`src/rtl/eep_pkg.sv`:
```
package eep_pkg;

    localparam int unsigned BYTE_W = 8;
    localparam logic [3:0]  FAMILY_CODE = 4'b1010;

    // Transaction phase of the protocol engine.
    typedef enum logic [3:0] {
        ST_IDLE,
        ST_DEVSEL,
        ST_DEV_ACK,
        ST_ADDR,
        ST_ADDR_ACK,
        ST_WDATA,
        ST_WDATA_ACK,
        ST_RDATA,
        ST_RD_ACK
    } proto_st_e;

    // Bus events derived from the synchronized pins, one clock wide.
    typedef struct packed {
        logic start;
        logic stop;
        logic rise;
        logic fall;
        logic sda;
    } bus_ev_t;

    // True when a received select byte names this target.
    function automatic logic devsel_hit(input logic [BYTE_W-1:0] sel,
                                        input logic [2:0]        chip);
        return (sel[7:4] == FAMILY_CODE) && (sel[3:1] == chip);
    endfunction

endpackage

```
`src/rtl/eep_bus_sync.sv`:
```
module eep_bus_sync #(
    parameter int unsigned STAGES = 2
) (
    input  logic            clk,
    input  logic            rst,
    input  logic            scl_i,
    input  logic            sda_i,
    output eep_pkg::bus_ev_t ev
);
    import eep_pkg::*;

    logic [STAGES-1:0] scl_pipe;
    logic [STAGES-1:0] sda_pipe;
    logic scl_s, sda_s;
    logic scl_d, sda_d;

    assign scl_s = scl_pipe[STAGES-1];
    assign sda_s = sda_pipe[STAGES-1];

    always_ff @(posedge clk) begin
        if (rst) begin
            scl_pipe <= '1;
            sda_pipe <= '1;
            scl_d    <= 1'b1;
            sda_d    <= 1'b1;
            ev       <= '0;
        end else begin
            scl_pipe <= {scl_pipe[STAGES-2:0], scl_i};
            sda_pipe <= {sda_pipe[STAGES-2:0], sda_i};
            scl_d    <= scl_s;
            sda_d    <= sda_s;
            ev.rise  <= scl_s & ~scl_d;
            ev.fall  <= ~scl_s & scl_d;
            ev.start <= scl_s & scl_d & sda_d & ~sda_s;
            ev.stop  <= scl_s & scl_d & ~sda_d & sda_s;
            ev.sda   <= sda_s;
        end
    end

endmodule

```
`src/rtl/eep_proto.sv`:
```
module eep_proto #(
    parameter int unsigned ADDR_W   = 8,
    parameter int unsigned PG_W     = 4,
    parameter logic [2:0]  CHIP_SEL = 3'b000
) (
    input  logic              clk,
    input  logic              rst,
    input  eep_pkg::bus_ev_t  ev,
    input  logic              busy,
    input  logic [7:0]        rd_data,
    output logic [ADDR_W-1:0] rd_addr,
    output logic              pb_open,
    output logic [ADDR_W-PG_W-1:0] pb_base,
    output logic              pb_wr,
    output logic [PG_W-1:0]   pb_off,
    output logic [7:0]        pb_data,
    output logic              commit_go,
    output logic              sda_oe
);
    import eep_pkg::*;

    proto_st_e         st;
    logic [3:0]        bit_cnt;
    logic [7:0]        sr;
    logic [ADDR_W-1:0] cnt;
    logic              rw_q;
    logic              pending;
    logic              mack;
    logic              byte_done;

    assign rd_addr   = cnt;
    assign byte_done = ev.fall && (bit_cnt == 4'd8);

    always_ff @(posedge clk) begin
        if (rst) begin
            st        <= ST_IDLE;
            bit_cnt   <= '0;
            sr        <= '0;
            cnt       <= '0;
            rw_q      <= 1'b0;
            pending   <= 1'b0;
            mack      <= 1'b1;
            sda_oe    <= 1'b0;
            pb_open   <= 1'b0;
            pb_base   <= '0;
            pb_wr     <= 1'b0;
            pb_off    <= '0;
            pb_data   <= '0;
            commit_go <= 1'b0;
        end else begin
            pb_open   <= 1'b0;
            pb_wr     <= 1'b0;
            commit_go <= 1'b0;
            if (ev.start) begin
                // a restart abandons any write data not yet closed by STOP
                st      <= ST_DEVSEL;
                bit_cnt <= '0;
                sda_oe  <= 1'b0;
                pending <= 1'b0;
            end else if (ev.stop) begin
                st        <= ST_IDLE;
                sda_oe    <= 1'b0;
                commit_go <= pending;
                pending   <= 1'b0;
            end else begin
                unique case (st)
                    ST_DEVSEL: begin
                        if (ev.rise && bit_cnt < 4'd8) begin
                            sr      <= {sr[6:0], ev.sda};
                            bit_cnt <= bit_cnt + 4'd1;
                        end else if (byte_done) begin
                            bit_cnt <= '0;
                            if (devsel_hit(sr, CHIP_SEL) && !busy) begin
                                sda_oe <= 1'b1;
                                rw_q   <= sr[0];
                                st     <= ST_DEV_ACK;
                            end else begin
                                st <= ST_IDLE;
                            end
                        end
                    end
                    ST_ADDR: begin
                        if (ev.rise && bit_cnt < 4'd8) begin
                            sr      <= {sr[6:0], ev.sda};
                            bit_cnt <= bit_cnt + 4'd1;
                        end else if (byte_done) begin
                            bit_cnt <= '0;
                            sda_oe  <= 1'b1;
                            cnt     <= sr[ADDR_W-1:0];
                            pb_open <= 1'b1;
                            pb_base <= sr[ADDR_W-1:PG_W];
                            st      <= ST_ADDR_ACK;
                        end
                    end
                    ST_WDATA: begin
                        if (ev.rise && bit_cnt < 4'd8) begin
                            sr      <= {sr[6:0], ev.sda};
                            bit_cnt <= bit_cnt + 4'd1;
                        end else if (byte_done) begin
                            bit_cnt <= '0;
                            sda_oe  <= 1'b1;
                            pb_wr   <= 1'b1;
                            pb_off  <= cnt[PG_W-1:0];
                            pb_data <= sr;
                            cnt[PG_W-1:0] <= cnt[PG_W-1:0] + 1'b1;
                            pending <= 1'b1;
                            st      <= ST_WDATA_ACK;
                        end
                    end
                    ST_DEV_ACK: begin
                        if (ev.fall) begin
                            if (rw_q) begin
                                sr      <= rd_data;
                                sda_oe  <= ~rd_data[7];
                                cnt     <= cnt + 1'b1;
                                bit_cnt <= '0;
                                st      <= ST_RDATA;
                            end else begin
                                sda_oe <= 1'b0;
                                st     <= ST_ADDR;
                            end
                        end
                    end
                    ST_ADDR_ACK, ST_WDATA_ACK: begin
                        if (ev.fall) begin
                            sda_oe <= 1'b0;
                            st     <= ST_WDATA;
                        end
                    end
                    ST_RDATA: begin
                        if (ev.rise && bit_cnt < 4'd8) begin
                            bit_cnt <= bit_cnt + 4'd1;
                        end else if (byte_done) begin
                            sda_oe  <= 1'b0;
                            bit_cnt <= '0;
                            st      <= ST_RD_ACK;
                        end else if (ev.fall) begin
                            sr     <= {sr[6:0], 1'b0};
                            sda_oe <= ~sr[6];
                        end
                    end
                    ST_RD_ACK: begin
                        if (ev.rise) begin
                            mack <= ev.sda;
                        end else if (ev.fall) begin
                            if (!mack) begin
                                sr      <= rd_data;
                                sda_oe  <= ~rd_data[7];
                                cnt     <= cnt + 1'b1;
                                bit_cnt <= '0;
                                st      <= ST_RDATA;
                            end else begin
                                st <= ST_IDLE;
                            end
                        end
                    end
                    default: begin
                        sda_oe <= 1'b0;
                    end
                endcase
            end
        end
    end

endmodule

```
`src/rtl/eep_store.sv`:
```
module eep_store #(
    parameter int unsigned ADDR_W       = 8,
    parameter int unsigned PG_W         = 4,
    parameter int unsigned WRITE_CYCLES = 5000
) (
    input  logic                   clk,
    input  logic                   rst,
    input  logic [ADDR_W-1:0]      rd_addr,
    output logic [7:0]             rd_data,
    input  logic                   pb_open,
    input  logic [ADDR_W-PG_W-1:0] pb_base,
    input  logic                   pb_wr,
    input  logic [PG_W-1:0]        pb_off,
    input  logic [7:0]             pb_data,
    input  logic                   commit_go,
    output logic                   busy
);
    localparam int unsigned DEPTH = 1 << ADDR_W;
    localparam int unsigned PAGE  = 1 << PG_W;
    localparam int unsigned TMR_W = $clog2(WRITE_CYCLES + 1);
    localparam logic [TMR_W-1:0] TMR_LOAD = TMR_W'(WRITE_CYCLES - 1);

    logic [7:0]            mem     [DEPTH];
    logic [7:0]            pg_data [PAGE];
    logic [PAGE-1:0]       pg_valid;
    logic [ADDR_W-PG_W-1:0] pg_base;
    logic [TMR_W-1:0]      tmr;
    logic                  finish;

    assign rd_data = mem[rd_addr];
    assign finish  = busy && (tmr == '0);

    // page buffer: collects data until the write cycle ends
    always_ff @(posedge clk) begin
        if (rst) begin
            pg_valid <= '0;
            pg_base  <= '0;
        end else if (finish) begin
            pg_valid <= '0;
        end else begin
            if (pb_open) begin
                pg_base  <= pb_base;
                pg_valid <= '0;
            end
            if (pb_wr) begin
                pg_valid[pb_off] <= 1'b1;
            end
        end
    end

    always_ff @(posedge clk) begin
        if (pb_wr) begin
            pg_data[pb_off] <= pb_data;
        end
    end

    // write-cycle timer
    always_ff @(posedge clk) begin
        if (rst) begin
            busy <= 1'b0;
            tmr  <= '0;
        end else if (commit_go) begin
            busy <= 1'b1;
            tmr  <= TMR_LOAD;
        end else if (finish) begin
            busy <= 1'b0;
        end else if (busy) begin
            tmr <= tmr - 1'b1;
        end
    end

    // storage array: erased to all ones, updated only when a cycle ends
    always_ff @(posedge clk) begin
        if (rst) begin
            for (int i = 0; i < DEPTH; i++) begin
                mem[i] <= '1;
            end
        end else if (finish) begin
            for (int i = 0; i < PAGE; i++) begin
                if (pg_valid[i]) begin
                    mem[{pg_base, PG_W'(i)}] <= pg_data[i];
                end
            end
        end
    end

endmodule

```
`src/rtl/i2c_eeprom_target.sv`:
```
module i2c_eeprom_target #(
    parameter int unsigned ADDR_W       = 8,
    parameter int unsigned PG_W         = 4,
    parameter int unsigned WRITE_CYCLES = 5000,
    parameter int unsigned SYNC_STAGES  = 2,
    parameter logic [2:0]  CHIP_SEL     = 3'b000
) (
    input  logic clk,
    input  logic rst,
    input  logic scl_i,
    input  logic sda_i,
    output logic sda_oe
);
    import eep_pkg::*;

    bus_ev_t                 ev;
    logic                    busy;
    logic [7:0]              rd_data;
    logic [ADDR_W-1:0]       rd_addr;
    logic                    pb_open;
    logic [ADDR_W-PG_W-1:0]  pb_base;
    logic                    pb_wr;
    logic [PG_W-1:0]         pb_off;
    logic [7:0]              pb_data;
    logic                    commit_go;

    eep_bus_sync #(.STAGES(SYNC_STAGES)) u_sync (
        .clk   (clk),
        .rst   (rst),
        .scl_i (scl_i),
        .sda_i (sda_i),
        .ev    (ev)
    );

    eep_proto #(.ADDR_W(ADDR_W), .PG_W(PG_W), .CHIP_SEL(CHIP_SEL)) u_proto (
        .clk       (clk),
        .rst       (rst),
        .ev        (ev),
        .busy      (busy),
        .rd_data   (rd_data),
        .rd_addr   (rd_addr),
        .pb_open   (pb_open),
        .pb_base   (pb_base),
        .pb_wr     (pb_wr),
        .pb_off    (pb_off),
        .pb_data   (pb_data),
        .commit_go (commit_go),
        .sda_oe    (sda_oe)
    );

    eep_store #(.ADDR_W(ADDR_W), .PG_W(PG_W), .WRITE_CYCLES(WRITE_CYCLES)) u_store (
        .clk       (clk),
        .rst       (rst),
        .rd_addr   (rd_addr),
        .rd_data   (rd_data),
        .pb_open   (pb_open),
        .pb_base   (pb_base),
        .pb_wr     (pb_wr),
        .pb_off    (pb_off),
        .pb_data   (pb_data),
        .commit_go (commit_go),
        .busy      (busy)
    );

endmodule

```
`config.mk`:
```
export PLATFORM = sky130hd
export DESIGN_NAME = i2c_eeprom_target
export DESIGN_NICKNAME = d
export VERILOG_FILES = /design/src/rtl/eep_pkg.sv /design/src/rtl/eep_bus_sync.sv /design/src/rtl/eep_proto.sv /design/src/rtl/eep_store.sv /design/src/rtl/i2c_eeprom_target.sv
export SDC_FILE = /design/constraint.sdc
export NUM_CORES = 2
export LEC_CHECK = 0
export BUFFER_PORTS_ARGS = -buffer_cell sky130_fd_sc_hd__buf_2
export CORE_ASPECT_RATIO = 0.6
export CORE_UTILIZATION = 55
export DETAILED_ROUTE_END_ITERATION = 12
export PLACE_DENSITY = 0.69
export SLEW_MARGIN = 20
export SYNTH_ARGS = -nofsm -noshare
export SYNTH_HDL_FRONTEND = slang
export SYNTH_SLANG_ARGS = --single-unit
```
`constraint.sdc`:
```
create_clock -name clk -period 4.7 [get_ports clk]
set_clock_uncertainty 0.1 [all_clocks]
set_input_delay 0.705 -clock clk [delete_from_list [all_inputs] [get_ports clk]]
set_output_delay 0.705 -clock clk [all_outputs]
set_load 0.01 [all_outputs]
```
==> run metrics <==
status finished clean; fraction of layout instances using a drive strength above 1 0.2138; Crit. Startpoint u_proto.rd_addr[0]; Synth Warn # 0; number of buffers between clock root and the deepest sink 4; top fanout value on the critical path 26; global-route wire length before repair 548.1 mm; startpoint of the lowest-slack register-to-register path u_proto.rd_addr[0]; unrepaired setup endpoints after global routing no; number of buffers added by the clock tree synthesis step 210; maximum level of the CTS H-tree 4; Hold Path Origin rst; die width 560.8 um; Yosys top cell area share 0.6341; clock root buffer master sky130_fd_sc_hd__clkbuf_16; Worst Setup EP u_proto.sr[1]; delay of the slowest cell on the worst path 0.85 ns; clk_lat worst skew 0.88 ns; top post-synthesis cells by area sky130_fd_sc_hd__edfxtp_1, sky130_fd_sc_hd__or3_1, sky130_fd_sc_hd__mux4_2; slew at the pin closest to its max-slew limit 1.404 ns; number of iterations in the first detailed-routing pass 7; post-route core utilization 0.6247; Via density 7.433; Final period util 0.9752; most common cell after layout, fill and taps aside sky130_fd_sc_hd__edfxtp_1; count of final hold-check violations 0; share of synthesized registers carrying an async set or reset 0; vias in the first global route 65.07k; class of the tightest hold or removal check in -> reg; portion of the post-synthesis area used by sequential elements 0.6520; final number of max-transition violations 0; Starting DRT DRC Count 15.82k; Starting Density 0.5565; Cell Area, Synth 103000 um^2; core area 185200 um^2; average detailed-routed wire length per instance 41.70 um; combinational family with the most area after synthesis simple AND/OR/NAND/NOR gates; area growth from synthesis to layout 12.25%; net count after synthesis 7027; clock tree from TritonCTS yes; endpoints failing setup 0; slack of the worst reg-to-reg path 0.12 ns; Vias 72.42k; Top FF cell, synth sky130_fd_sc_hd__edfxtp_1; number of enable flip-flop cells after synthesis 2176; initial antenna violation count 89; standby leakage power 27.78 nW; number of remaining DRC errors 0; adder and majority gate portion of the synthesized area 0.0006071; Synth Register Bits 2268; highest-count cells in the layout ignoring fill and taps sky130_fd_sc_hd__edfxtp_1, sky130_fd_sc_hd__or3_1, sky130_fd_sc_hd__buf_4, sky130_fd_sc_hd__mux4_2, sky130_fd_sc_hd__o21ai_0; Core Rows 122; DP HPWL 273.0 mm; library cell occupying the most area in the post-synthesis netlist sky130_fd_sc_hd__edfxtp_1; Final GP Congestion 1.060; Avg Cell Area, Syn 14.68 um^2; overall track demand over capacity in global routing 0.4280; Total Power Consumption 40.17 mW; critical path, cell by cell buf_4 -> mux2i_1 -> o221ai_1 -> o22ai_1 -> o21ai_0 -> buf_4 -> nand2_1 -> or4_1 -> a41oi_1; clock-pin slew of the registers on the worst-case setup and hold paths 0.07 ns; path type of the worst setup path reg -> reg; Num Clock Sinks 2268; Chip Height 337.3 um; post-synthesis cell type count 77; Post-Synth XOR/XNOR Area 0.001020; type of element launching the critical path flip-flop; post-layout instance count excluding filler cells 9743; peak clock frequency supported by timing 218.2 MHz; Setup Total Neg Slack 0 ns; dominant cell type by count on the critical path sky130_fd_sc_hd__buf_4; Max-cap violations 0; pin count of the biggest net entering global routing 145; number of instances in the synthesized netlist 7018; smallest setup slack after layout 0.1164 ns; ratio of total power to cell area 347.3 nW/um^2; synthesized-area fraction occupied by and/or/nand/nor cells 0.1462; number of buffer and inverter stages on the critical path 2; CP top delay family compound AO/OA/AOI/OAI gates; minimum clock period after layout 4.584 ns; Setup WS pre-CTS 0.4039 ns; IR drop worst, VDD 0.0003182 V; instance count after placement with tap cells included 9340; multiplexer fraction of the synthesized cell area 0.1253; IO Port Bufs 4; residual overflow from global routing 0; Crit Reg-Reg Endpoint u_proto.sr[1]; Final nets 7090; depth of the worst register-to-register path 9; I/O pin count 5; Post-Route WL 406.3 mm; max_slew headroom 0.06376; floorplan die area 189100 um^2; critical path data required time 5.40 ns; antenna violation net count after detailed routing 0; crit path max-delay cell type sky130_fd_sc_hd__dfxtp_4; Critical Path Sink Type flip-flop; WP data arrival 5.28 ns; complex-gate fraction of the synthesized area 0.03884; total number of cells along the worst setup path 9
## metrics by stage
step           instance area (um^2)  hold WS (ns)
4_1_cts                      115500        0.1715
5_1_grt                      115600        0.1941
3_5_place_dp                 108800        0.3055
3_3_place_gp                 108300        0.2945
6_report                     115700        0.1900
2_1_floorplan                103000        0.2881
## registers in the layout, summed over array words and instances (netlist names), 2 cells and up
signal	count
u_sync.scl_pipe	2
u_proto.pb_data	8
u_proto.bit_cnt	4
u_proto.pb_off	4
u_proto.st	4
u_sync.sda_pipe	2
u_store.tmr	13
u_proto.sr	8
u_sync.ev	5
u_store.pg_valid	16
u_store.mem	2048
u_proto.pb_base	4
u_store.pg_base	4
u_proto.rd_addr	8
u_store.pg_data	128
## cell usage after synthesis (all sizes together) (59+ instances only)
library cell / number
buf: 150
mux2i: 209
o221ai: 78
or3: 2054
nand2: 152
clkbuf: 703
edfxtp: 2176
a21oi: 95
dfxtp: 92
mux4: 478
o22ai: 59
nor2: 103
o21ai: 295
## kinds of logic after synthesis
| logic type | count (synthesis) |
|---|---|
| simple gates | 2515 |
| buf+inv | 877 |
| flops | 2268 |
| compound gates | 649 |
| fa+ha+maj | 5 |
| mux | 692 |
| xor+xnor | 12 |
## cell type report
| cell class | count | area, um^2 |
|---|---|---|
| Fill cell | 13320 | 69500 |
| Sequential cell | 2268 | 67200 |
| Multi-Input combinational cell | 3873 | 32440 |
| Timing Repair Buffer | 704 | 6055 |
| Clock buffer | 258 | 5637 |
| Tap cell | 2480 | 3103 |
| Clock inverter | 110 | 1055 |
| Inverter | 24 | 105.1 |
| Antenna cell | 26 | 65.06 |
## power breakdown
group | internal, mW | total, mW | switching, mW
Sequential | 22.0 | 22.0 | 0.0191
Combinational | 0.217 | 0.765 | 0.548
Clock | 9.58 | 17.4 | 7.78
## metal layers
layer  global-route usage  vias to the layer above  share of wire
li1                     -                    27820              -
met1               0.5995                    36670           0.36
met2               0.5116                     7060           0.36
met3               0.3146                      834           0.24
met4               0.1069                       40          0.031
met5              0.02250                        -         0.0025
## worst reg2reg max path, delay by kind of cell (launching register included)
kind,cells,cell delay (ns)
compound gates,4,2.07
flops,1,0.85
simple gates,2,0.70
buf+inv,2,0.66
mux,1,0.13
## worst min-delay path by stage
| stage | endpoint | slack, ns | depth (start not counted) |
|---|---|---|---|
| final | u_store.tmr[1] | 0.19 | 2 |
| after global routing | u_sync.ev[0] | 0.19 | 2 |
| after CTS | u_store.tmr[1] | 0.17 | 2 |
| after detailed placement | u_sync.sda_pipe[1] | 0.31 | 1 |
| after global placement | u_sync.ev[3] | 0.29 | 1 |
| after floorplan | u_sync.ev[3] | 0.29 | 1 |
## timing repair
| action | in CTS | in global routing |
|---|---|---|
| buffers inserted | 0 | 0 |
| gates resized for setup | 0 | 0 |
| hold buffers | 2 | 0 |
| hold endpoints to repair | 2 | 0 |
Note: power is estimated with default switching activity, not from simulation.
